File: src/rtl/lag_accum_pkg.sv
package lag_accum_pkg;
  typedef struct packed {
    logic sgn;
    logic mag;
    logic vld;
  } smp_code_t;

  localparam logic [2:0] CODE_ILLEGAL = 3'b000;
endpackage

File: src/rtl/sample_decoder.sv
module sample_decoder
  import lag_accum_pkg::*;
(
  input  logic [2:0]        code_i,
  output logic signed [2:0] inc_o,
  output logic              step_ok_o,
  output logic              illegal_o
);
  smp_code_t c;
  assign c = smp_code_t'(code_i);

  always_comb begin
    inc_o = c.mag ? 3'sd3 : 3'sd1;
    if (c.sgn) inc_o = -inc_o;
  end

  assign step_ok_o = c.vld;
  assign illegal_o = (code_i == CODE_ILLEGAL);
endmodule

File: src/rtl/cmd_source.sv
module cmd_source #(
  parameter int unsigned DLY = 2
) (
  input  logic clk_i,
  input  logic rst_ni,
  input  logic int_i,
  input  logic ext_i,
  input  logic sel_ext_i,
  output logic cmd_o
);
  logic ext_d;

  generate
    if (DLY == 0) begin : g_nodly
      assign ext_d = ext_i;
    end else begin : g_dly
      logic [DLY-1:0] pipe_q;
      always_ff @(posedge clk_i or negedge rst_ni) begin
        if (!rst_ni) pipe_q <= '0;
        else if (DLY == 1) pipe_q <= ext_i;
        else pipe_q <= {pipe_q[DLY-2:0], ext_i};
      end
      assign ext_d = pipe_q[DLY-1];
    end
  endgenerate

  assign cmd_o = sel_ext_i ? ext_d : int_i;
endmodule

File: src/rtl/accum_core.sv
module accum_core #(
  parameter int unsigned HI_W   = 24,
  parameter int unsigned LO_W   = 3,
  parameter int unsigned SETTLE = 2
) (
  input  logic              clk_i,
  input  logic              rst_ni,
  input  logic              step_i,
  input  logic signed [2:0] inc_i,
  input  logic              clr_go_i,
  output logic [HI_W-1:0]   hi_o,
  output logic              busy_o
);
  localparam int unsigned SUM_W = LO_W + 2;
  localparam int unsigned CNT_W = $clog2(SETTLE + 1);

  logic [LO_W-1:0]         lo_q;
  logic [HI_W-1:0]         hi_q;
  logic [CNT_W-1:0]        cnt_q;
  logic signed [SUM_W-1:0] sum;
  logic signed [1:0]       carry;
  logic [HI_W-1:0]         carry_ext, hi_base, hi_n;
  logic                    carry_nz;

  always_comb begin
    sum       = $signed({2'b00, lo_q}) + $signed({{(SUM_W-3){inc_i[2]}}, inc_i});
    carry     = sum[SUM_W-1:LO_W];
    carry_ext = {{(HI_W-2){carry[1]}}, carry};
    carry_nz  = step_i && (carry != 2'sb00);
    hi_base   = clr_go_i ? '0 : hi_q;
    hi_n      = hi_base + (step_i ? carry_ext : '0);
  end

  always_ff @(posedge clk_i or negedge rst_ni) begin
    if (!rst_ni) begin
      lo_q  <= '0;
      hi_q  <= '0;
      cnt_q <= '0;
    end else begin
      if (step_i) lo_q <= sum[LO_W-1:0];
      hi_q <= hi_n;
      if (carry_nz)          cnt_q <= CNT_W'(SETTLE);
      else if (cnt_q != '0)  cnt_q <= cnt_q - CNT_W'(1);
    end
  end

  assign hi_o   = hi_q;
  assign busy_o = (cnt_q != '0);


  carry_busy_chk: assert property (@(posedge clk_i) disable iff (!rst_ni)
    carry_nz |=> busy_o);


  hold_chk: assert property (@(posedge clk_i) disable iff (!rst_ni)
    (!step_i && !clr_go_i) |=> ($stable(hi_q) && $stable(lo_q)));


  clr_lo_keep_chk: assert property (@(posedge clk_i) disable iff (!rst_ni)
    (clr_go_i && !step_i) |=> ((hi_q == '0) && $stable(lo_q)));
endmodule

File: src/rtl/snapshot_ctrl.sv
module snapshot_ctrl #(
  parameter int unsigned HI_W = 24
) (
  input  logic            clk_i,
  input  logic            rst_ni,
  input  logic            ld_cmd_i,
  input  logic            clr_cmd_i,
  input  logic            busy_i,
  input  logic [HI_W-1:0] hi_i,
  output logic            clr_go_o,
  output logic [HI_W-1:0] buf_o
);
  logic            ld_pend_q, clr_pend_q;
  logic            ld_want, ld_go, clr_want, ld_hold;
  logic [HI_W-1:0] buf_q;

  always_comb begin
    ld_want  = ld_cmd_i | ld_pend_q;
    ld_hold  = ld_want & busy_i;
    ld_go    = ld_want & ~busy_i;
    clr_want = clr_cmd_i | clr_pend_q;
    clr_go_o = clr_want & ~ld_hold;
  end

  always_ff @(posedge clk_i or negedge rst_ni) begin
    if (!rst_ni) begin
      ld_pend_q  <= 1'b0;
      clr_pend_q <= 1'b0;
      buf_q      <= '0;
    end else begin
      ld_pend_q  <= ld_hold;
      clr_pend_q <= clr_want & ld_hold;
      if (ld_go) buf_q <= hi_i;
    end
  end

  assign buf_o = buf_q;


  no_ld_busy_chk: assert property (@(posedge clk_i) disable iff (!rst_ni)
    busy_i |=> $stable(buf_q));


  clr_after_ld_chk: assert property (@(posedge clk_i) disable iff (!rst_ni)
    (clr_go_o && ld_pend_q) |-> !busy_i);
endmodule

File: src/rtl/lag_accum_top.sv
module lag_accum_top #(
  parameter int unsigned HI_W    = 24,
  parameter int unsigned LO_W    = 3,
  parameter int unsigned SETTLE  = 2,
  parameter int unsigned EXT_DLY = 2
) (
  input  logic            clk_i,
  input  logic            rst_ni,
  input  logic            acc_en_i,
  input  logic [2:0]      code_i,
  input  logic            ld_int_i,
  input  logic            ld_ext_i,
  input  logic            ld_sel_ext_i,
  input  logic            clr_int_i,
  input  logic            clr_ext_i,
  input  logic            clr_sel_ext_i,
  output logic [HI_W-1:0] buf_o,
  output logic            busy_o,
  output logic            err_o
);
  logic signed [2:0] inc;
  logic              step_ok, illegal, step;
  logic              ld_cmd, clr_cmd, clr_go;
  logic [HI_W-1:0]   hi;
  logic              err_q;

  sample_decoder u_dec (
    .code_i   (code_i),
    .inc_o    (inc),
    .step_ok_o(step_ok),
    .illegal_o(illegal)
  );

  cmd_source #(.DLY(EXT_DLY)) u_ld_src (
    .clk_i(clk_i), .rst_ni(rst_ni),
    .int_i(ld_int_i), .ext_i(ld_ext_i), .sel_ext_i(ld_sel_ext_i),
    .cmd_o(ld_cmd)
  );

  cmd_source #(.DLY(EXT_DLY)) u_clr_src (
    .clk_i(clk_i), .rst_ni(rst_ni),
    .int_i(clr_int_i), .ext_i(clr_ext_i), .sel_ext_i(clr_sel_ext_i),
    .cmd_o(clr_cmd)
  );

  assign step = acc_en_i & step_ok;

  accum_core #(.HI_W(HI_W), .LO_W(LO_W), .SETTLE(SETTLE)) u_core (
    .clk_i   (clk_i),
    .rst_ni  (rst_ni),
    .step_i  (step),
    .inc_i   (inc),
    .clr_go_i(clr_go),
    .hi_o    (hi),
    .busy_o  (busy_o)
  );

  snapshot_ctrl #(.HI_W(HI_W)) u_snap (
    .clk_i    (clk_i),
    .rst_ni   (rst_ni),
    .ld_cmd_i (ld_cmd),
    .clr_cmd_i(clr_cmd),
    .busy_i   (busy_o),
    .hi_i     (hi),
    .clr_go_o (clr_go),
    .buf_o    (buf_o)
  );

  always_ff @(posedge clk_i or negedge rst_ni) begin
    if (!rst_ni) err_q <= 1'b0;
    else if (acc_en_i && illegal) err_q <= 1'b1;
  end

  assign err_o = err_q;


  err_sticky_chk: assert property (@(posedge clk_i) disable iff (!rst_ni)
    err_q |=> err_q);
endmodule

File: config.mk
export PLATFORM = sky130hd
export DESIGN_NAME = lag_accum_top
export DESIGN_NICKNAME = d
export VERILOG_FILES = /design/src/rtl/lag_accum_pkg.sv /design/src/rtl/sample_decoder.sv /design/src/rtl/cmd_source.sv /design/src/rtl/accum_core.sv /design/src/rtl/snapshot_ctrl.sv /design/src/rtl/lag_accum_top.sv
export SDC_FILE = /design/constraint.sdc
export NUM_CORES = 1
export LEC_CHECK = 0
export CAP_MARGIN = 20
export CORE_ASPECT_RATIO = 0.7
export CORE_MARGIN = 1
export CORE_UTILIZATION = 45
export DETAILED_ROUTE_END_ITERATION = 8
export PLACE_DENSITY = 0.65
export SLEW_MARGIN = 5
export SYNTH_ARGS = -nofsm -noshare
export SYNTH_HDL_FRONTEND = slang
export SYNTH_HIERARCHICAL = 1
export SYNTH_SLANG_ARGS = --single-unit
File: constraint.sdc
create_clock -name clk_i -period 5.6 [get_ports clk_i]
set_input_delay 0.84 -clock clk_i [delete_from_list [all_inputs] [get_ports clk_i]]
set_output_delay 0.84 -clock clk_i [all_outputs]
set_load 0.02 [all_outputs]
======== Word-level counts from Yosys, hierarchy flattened ========
Cells that the tools add are included.
Widths: inputs -> output; s select.
storage, ports and cells
  bits of input ports ..................... 12
  logic and storage cells ................. 36
  output and inout port bits .............. 26
  bits in registers ....................... 60
cells by class
  reduce and logical (&&, ||, !) cells .... 6
  $add $sub $neg .......................... 4
  muxes and demuxes ....................... 8
  bitwise logic cells ..................... 9
operators by type and width
  operator             number
  $mux 24              2
  $add 24x24->24       1
  $mux 2               3
  $reduce_bool 2->1    3
  $add 4x3->5          1
  $and 1x1->1          5
  $logic_not 3->1      1
  $mux 3               1
  $neg 3->3            1
  $logic_and 1x1->1    2
  $mux 1               2
  $not 1->1            2
  $or 1x1->1           2
  $sub 2x1->2 const B  1

======== Depth between registers and ports, before layout ========
Gate-level depths: netlist of the first run.
  word-level depth ........................ 7
  depth in mapped cells ................... 21
  gate-level depth less buffers ........... 18

======== Cells and area by module ========
The synthesis of the first run kept the hierarchy.
by module, submodules not included
  module          cells an instance  instances  area each (µm²)  seq. area each (µm²)
  accum_core      314                1          2756.4           725.7
  snapshot_ctrl   57                 1          1058.5           650.6
  cmd_source      3                  2          65.1             50.0
  sample_decoder  6                  1          40.0             0.0
  lag_accum_top   3                  1          38.8             25.0

======== Worst setup path before layout of the first run ========
Ideal clock, no wire load.
  kind .................................... input port to flip-flop
  start ................................... in code_i[2]
  end ..................................... reg u_core.hi_q[11], in the netlist u_core/hi_o[11]
  path slack .............................. 0.639 ns
  cell stages on the path ................. 18
  required time ........................... 5.520 ns
  setup time .............................. 0.080 ns
  arrival ................................. 4.881 ns
  buffers on the path ..................... 2
  cells stage by stage .................... xor2_1 > inv_1 > fa_1 > nor2b_4 > o21a_4 > nor2_2 > inv_1 > buf_6 > clkbuf_1 > ha_1 > a21oi_1 > a21boi_0 > o31ai_1 > nand3_1 > o211a_1 > or4_1 > a21oi_2 > xnor2_1
between the ends
  cells in the longest elaborated chain, start to end .. 4
RTL lines
  what                  line                  text
  from (decl)           lag_accum_top.sv:10   input logic [2:0] code_i,
  $mux 3                sample_decoder.sv:14  if (c.sgn) inc_o = -inc_o;
  $add 4x3->5           accum_core.sv:26      sum = $signed({2'b00, lo_q}) + $signed({{(SUM_W-3){inc_i[2]}}, inc_i});
  $mux 24               accum_core.sv:31      hi_n = hi_base + (step_i ? carry_ext : '0);
  $add 24x24->24        accum_core.sv:31
  via u_core.hi_n[11]   accum_core.sv:22      logic [HI_W-1:0] carry_ext, hi_base, hi_n;
  to (signal assigned)  accum_core.sv:41      hi_q <= hi_n;
  to (decl)             accum_core.sv:18      logic [HI_W-1:0] hi_q;
The timed path passes the listed nets, and every way through them passes these cells.
A chain may end at the register's enable or synchronous reset.

======== Worst setup path after layout of the first run ========
  start ................................... in code_i[1]
  end ..................................... reg u_core.hi_q[21], in the netlist u_core/hi_o[21]
between the ends
  cells in the longest elaborated chain, start to end .. 6
RTL lines
  what                 line                  text
  $mux 2 (*)           sample_decoder.sv:13  inc_o = c.mag ? 3'sd3 : 3'sd1;
  $neg 3->3            sample_decoder.sv:14
  $mux 3 (*)           sample_decoder.sv:14
  via inc[1]           lag_accum_top.sv:21   logic signed [2:0] inc;
  $add 4x3->5 (*)      accum_core.sv:26
  $mux 24 (*)          accum_core.sv:31
  $add 24x24->24 (*)   accum_core.sv:31
  via u_core.hi_n[21]  accum_core.sv:22
Mark *: on every way through the listed nets, which the timed path passes. The rest lies on a longest branch.

==> reports/results.tsv, run 1 <==
metric	value	unit
path_clk_slew	0.05	ns
dieHeight	81.1	um
critPathKind	primary input to flop	
ys_seq_area_frac	0.373	
synth_area	4020	um2
period_minus_slack	4.77	ns
leakage	2.26	nW
cts_hold_buf	0	
setup_viol	0	
setup_tns	0	ns
status	complete, no violations	
syn_avg_cell_area	10.4	um2
synthTopCellsByArea	dfrtp_1 37%, mux2_4 8.2%, ha_1 6.5%	
p_seq_frac	0.272	
netlist_instances	386	
area_delta_synth_final	18.3	%
cp.arrival	4.98	ns
num-fill-cells	772	
postCtsSetupBuffers	0	
ys_seq_elements	60	
ys_async_sr_fraction	1.00	
final_max_slew_viol_count	0	
drtPass1Iterations	5	
n_antenna_cell	0	
final_nets	451	
dp_hpwl	5.79	mm
yosys_warnings	6	
cts_buffers	9	
ir_drop	228	uV
synth.net_count	421	
combinationalPowerShare	0.474	
ioPinCount	38	
post-synth-top-area-fraction	0.373	
avgRoutedWirePerCell	15.1	um
intPower	0.00172	W
p_switching	0.000963	W
cts-resized-gates	0	
clockBufferDepth	2	
max_freq	210	MHz
switching_share	0.359	
dpl_cell_area	4390	um2
ant_nets	0	
max_stage_delay	0.50	ns
first_global_vias	2766	
grt_use_total	0.197	
cts-root-buf	clkbuf_16	
power.density	564	nW/um2
port_buffers	37	
tightestPinTransition	1.01	ns
place.gp.congestion	0.876	
rsz0062_at_grt	false	
htree_levels	3	
required	5.82	ns
skew	0.00587	ns
via_count	2963	
clkSinkCount	60	
grt_start_max_net_pins	61	
synth.distinct_cells	65	
path_buf_inv	4	
drc	0	
wirelength	8.19	mm
relSlewSlack	0.323	
antenna_found_initial	0	
viasPerCell	5.48	
drt_iter0_markers	142	
drive_gt1_frac	0.166	
num_rows	28	
final_area	4760	um2
maxCapViolCount	0	
crit_family	compound AO/OA/AOI/OAI gates	
synth_area_leader_cell	dfrtp_1	
path_common_cell	inv_1	
die-area	9330	um2
finalWorstSetupSlack	0.833	ns
start_util	0.471	
cts_tree	built	
core_area	8550	um2
clockPowerShare	0.254	
finalCritPeriodShare	0.851	
hold_path_class	flop to flop	
gr-total-overflow	0	
crit_path_start_kind	primary input	
path_cells	clkdlybuf4s50_1, xor2_1, inv_1, fa_1, nor2b_4, o21a_4, nor2_2, inv_1, buf_4, ha_1, a21oi_1, o21ai_0, a222oi_1, o21ai_1, a31oi_1, nor2b_1, o211a_1, xnor2_1	
hold_viol_final	0	
synth-edff-count	0	
slowest_stage	fa_1	
path_max_fanout	15	
clk_latency	0.33	ns
setup.worst_path.end_class	flop	
ys.flop_type	dfrtp_1	
p_total	0.00268	W
grt_pass1_wl	13.9	mm
die_w	115	um
place_ws	0.555	ns
power by group through the flow:
stage / Combinational [W] / Clock [W] / Sequential (W)
final: 0.00127 / 0.000681 / 0.000730
after floorplan: 0.000913 / 0 / 0.000791
after detailed placement: 0.00126 / 0 / 0.000738
after global placement: 0.00125 / 0 / 0.000733
after CTS: 0.00128 / 0.000697 / 0.000733
after global routing: 0.00139 / 0.000719 / 0.000757
cell usage after synthesis (3+ instances only):
cell type  instances
o21ai_0           12
nand2_1           23
clkbuf_1          10
o31ai_1            3
mux2_2             5
mux2_4            22
ha_1              21
a21oi_1           25
dfrtp_1           60
o21a_1             4
buf_6              7
or3_1              4
mux2i_1            3
nor2b_1           25
a21o_1            11
o211ai_1           4
nand3_1            9
buf_4              4
nor2_1            17
a31oi_1            4
inv_1             14
o2111ai_1          3
nor3_1             7
xor2_1            10
and3_1             3
xnor2_1           21
and2_1             5
nand4_1            5
cell families after synthesis:
| kind of cell | share of synthesized area |
|---|---|
| muxes | 0.104 |
| DFF | 0.373 |
| AOI/OAI and AO/OA | 0.163 |
| buffers and inverters | 0.0616 |
| other | 0.000932 |
| xor gates and xnor gates | 0.0715 |
| and+or+nand+nor | 0.151 |
| adders and majority gates | 0.0752 |
cells in the final DEF (no fill, tap or decap), drive strengths merged, types with 12 or more instances in the layout:
cell	instances
dfrtp	60
clkdlybuf4s50	36
nor2b	27
a21oi	27
mux2	27
nand2	24
xnor2	22
ha	21
nor2	18
o21ai	16
inv	14
a21o	12
clkbuf	12
cell type report:
class	instances	area, um2	area share
Clock buffer	12	246	0.0518
Inverter	14	52.6	0.0110
Timing Repair Buffer	43	410	0.0862
Multi-Input combinational cell	288	2280	0.479
Tap cell	120	150	0.0316
Sequential cell	60	1500	0.316
Clock inverter	4	120	0.0252
state kept, by name, indices dropped and copies added, names as in the netlist:
| signal | count |
|---|---|
| u_snap/buf_o | 24 |
| u_core/hi_o | 24 |
| u_snap/ld_pend_q | 1 |
| u_snap/clr_pend_q | 1 |
| u_clr_src/g_dly.pipe_q | 2 |
| err_o | 1 |
| u_core/lo_q | 3 |
| u_core/cnt_q | 2 |
| u_ld_src/g_dly.pipe_q | 2 |
metrics by stage:
| step | utilization | cells | hold WS, ns |
|---|---|---|---|
| after floorplan | - | 386 | 0.331 |
| after global placement | 0.514 | 525 | 0.333 |
| after detailed placement | 0.514 | 525 | 0.337 |
| after CTS | 0.557 | 541 | 0.349 |
| after global routing | 0.557 | 541 | 0.367 |
| final | 0.557 | 541 | 0.347 |
path summary, 6_finish.rpt:
check | endpoint | slack (ns) | cells after the start | from
min reg2reg | u_ld_src/g_dly.pipe_q[1] | 0.35 | 0 | u_ld_src/g_dly.pipe_q[0]
max | u_core/hi_o[21] | 0.83 | 18 | code_i[1]
min | u_ld_src/g_dly.pipe_q[1] | 0.35 | 0 | u_ld_src/g_dly.pipe_q[0]
max reg2reg | u_core/hi_o[21] | 1.62 | 17 | u_core/lo_q[0]
min in group asynchronous | u_snap/buf_o[23] | 0.67 | 2 | rst_ni
max in group asynchronous | u_core/hi_o[7] | 4.44 | 2 | rst_ni
routing by layer:
metal,up-vias,wire (um),track usage
met5,-,0,0
met4,0,128,0.0753
met3,19,472,0.0515
met2,105,3420,0.283
met1,1404,4170,0.281
li1,1435,-,-
Power figures use the tool's default switching activity.
==> inputs of run 2 (changes only) <==
--- a/config.mk
+++ b/config.mk
@@ -7,7 +7,7 @@
 export LEC_CHECK = 0
 export CAP_MARGIN = 20
 export CORE_ASPECT_RATIO = 0.7
-export CORE_MARGIN = 1
+export CORE_MARGIN = 2
 export CORE_UTILIZATION = 45
 export DETAILED_ROUTE_END_ITERATION = 8
 export PLACE_DENSITY = 0.65
==> reports/results.tsv, run 2 (synthesized netlist as in run 1, its figures left out) <==
metric	value	unit	change
ff2ff_path_depth	18		+1
drtPass1Iterations	4		-1
mostFrequentLayoutCells	60 x dfrtp_1, 36 x clkdlybuf4s50_1, 25 x nor2b_1, 25 x a21oi_1, 23 x nand2_1		
viasPerCell	5.37		-2.0%
power.density	555	nW/um2	-1.5%
num-fill-cells	754		-2.3%
cts_buffers	9		unchanged
critPathKind	primary input to flop		
clk_latency	0.33	ns	about the same
start_util	0.469		-0.00192
min_path_cells	0		unchanged
first_global_vias	2844		+2.8%
crit_path_start_kind	primary input		
final_nets	453		+0.44%
gr-total-overflow	0		unchanged
status	complete, no violations		
wl_met2	3.64	mm	+6.5%
antenna_found_initial	0		unchanged
clockBufferDepth	2		unchanged
hold_path_class	flop to flop		
finalCritPeriodShare	0.843		-0.00788
grt_start_max_net_pins	61		unchanged
drive_gt1_frac	0.168		+0.00158
hold_viol_final	0		unchanged
relSlewSlack	0.310		-0.0125
max_stage_delay	0.51	ns	about the same
final_common_cell	dfrtp_1		
multi_input_area	2270	um2	-0.11%
grt_pass1_wl	14.2	mm	+2.4%
postCtsSetupBuffers	0		unchanged
rsz0062_at_grt	false		
cts_tree	built		
setup_viol	0		unchanged
holdWs	0.345	ns	-0.00192 ns
path_max_fanout	9		-6
htree_levels	3		unchanged
cts-resized-gates	0		unchanged
finalNonFillerCells	543		+0.37%
dp_cells	527		+0.38%
ant_nets	0		unchanged
slowest_stage	clkdlybuf4s50_1		
leakage	2.26	nW	-0.18%
clkSinkCount	60		unchanged
setup_tns	0	ns	unchanged
wl_met1	4.26	mm	+2.0%
wirelength	8.41	mm	+2.7%
path_common_cell	inv_1		
maxCapViolCount	0		unchanged
setup.worst_path.end_class	flop		
final_area	4740	um2	-0.45%
die_w	117	um	+1.7%
grt_use_total	0.186		-0.0104
tightestPinTransition	1.03	ns	+0.0187 ns
port_buffers	37		unchanged
area_delta_synth_final	17.7	%	
die-area	9730	um2	+4.2%
skew	0.00734	ns	+0.00147 ns
route.top_layer_used	met4		
via_count	2914		-1.7%
cts-root-buf	clkbuf_16		
required	5.85	ns	+0.03 ns
dieHeight	83.1	um	+2.5%
cts_hold_buf	0		unchanged
path_clk_slew	0.05	ns	about the same
dpl_cell_area	4400	um2	+0.28%
wl_met3	461	um	-2.3%
final_max_slew_viol_count	0		unchanged
utilization	0.552		-0.00475
cp.arrival	4.98	ns	about the same
max_freq	212	MHz	+0.93%
avgRoutedWirePerCell	15.5	um	+2.4%
ir_drop	325	uV	+43%
num_rows	28		unchanged
core_area	8580	um2	+0.41%
seq_area	1500	um2	unchanged
drt_iter0_markers	185		+30%
dp_hpwl	5.80	mm	about the same
ioPinCount	38		unchanged
drc	0		unchanged
path_cells	clkdlybuf4s50_1, xor2_1, inv_1, fa_1, nor2b_4, o21a_4, nor2_2, inv_1, buf_4, ha_1, a21oi_1, nand2_1, a31oi_1, o211ai_2, a41oi_2, a21oi_2, o21ai_1, mux2i_1, xnor2_1		
place.gp.congestion	0.901		+2.8%
period_minus_slack	4.72	ns	-0.0441 ns
n_antenna_cell	0		unchanged
==> run 2: layer usage <==
layer / track usage / vias up
met5: 0 / -
met4: 0.0471 / 0
li1: - / 1427
met2: 0.257 / 71
met1: 0.283 / 1407
met3: 0.0533 / 9
==> run 2: through the flow <==
step	worst slack, ns	power (W)
after floorplan	0.639	0.00170
after global placement	0.605	0.00199
after detailed placement	0.546	0.00201
after CTS	0.892	0.00266
after global routing	0.584	0.00282
final	0.877	0.00263
==> run 2: path summary, 6_finish.rpt <==
path,endpoint,slack [ns],start
max,u_core/hi_o[20],0.88,code_i[1]
max in group asynchronous,u_core/hi_o[8],4.42,rst_ni
min,u_ld_src/g_dly.pipe_q[1],0.34,u_ld_src/g_dly.pipe_q[0]
min reg2reg,u_ld_src/g_dly.pipe_q[1],0.34,u_ld_src/g_dly.pipe_q[0]
min in group asynchronous,u_snap/buf_o[22],0.67,rst_ni
max reg2reg,u_core/hi_o[20],1.68,u_core/lo_q[0]
==> run 2: cell type report <==
type                    instances  area share
well taps                     120      0.0317
multi-input cells             288       0.480
clock inverters                 5      0.0211
clock buffers                  11      0.0491
repair buffers                 45      0.0898
flip-flops and latches         60       0.317
inverters                      14      0.0111
==> run 2: power by group <==
part	switching, W	internal (W)
Combinational	0.000665	0.000614
Clock	0.000187	0.000432
Sequential	0.000116	0.000617
Total	0.000967	0.00166
==> run 2: critical path, delay by kind of cell <==
kind | cells | cell delay (ns)
simple gates | 3 | 0.39
compound gates | 7 | 1.42
buf+inv | 4 | 0.98
mux | 1 | 0.25
xor+xnor | 2 | 0.34
fa+ha+maj | 2 | 0.77
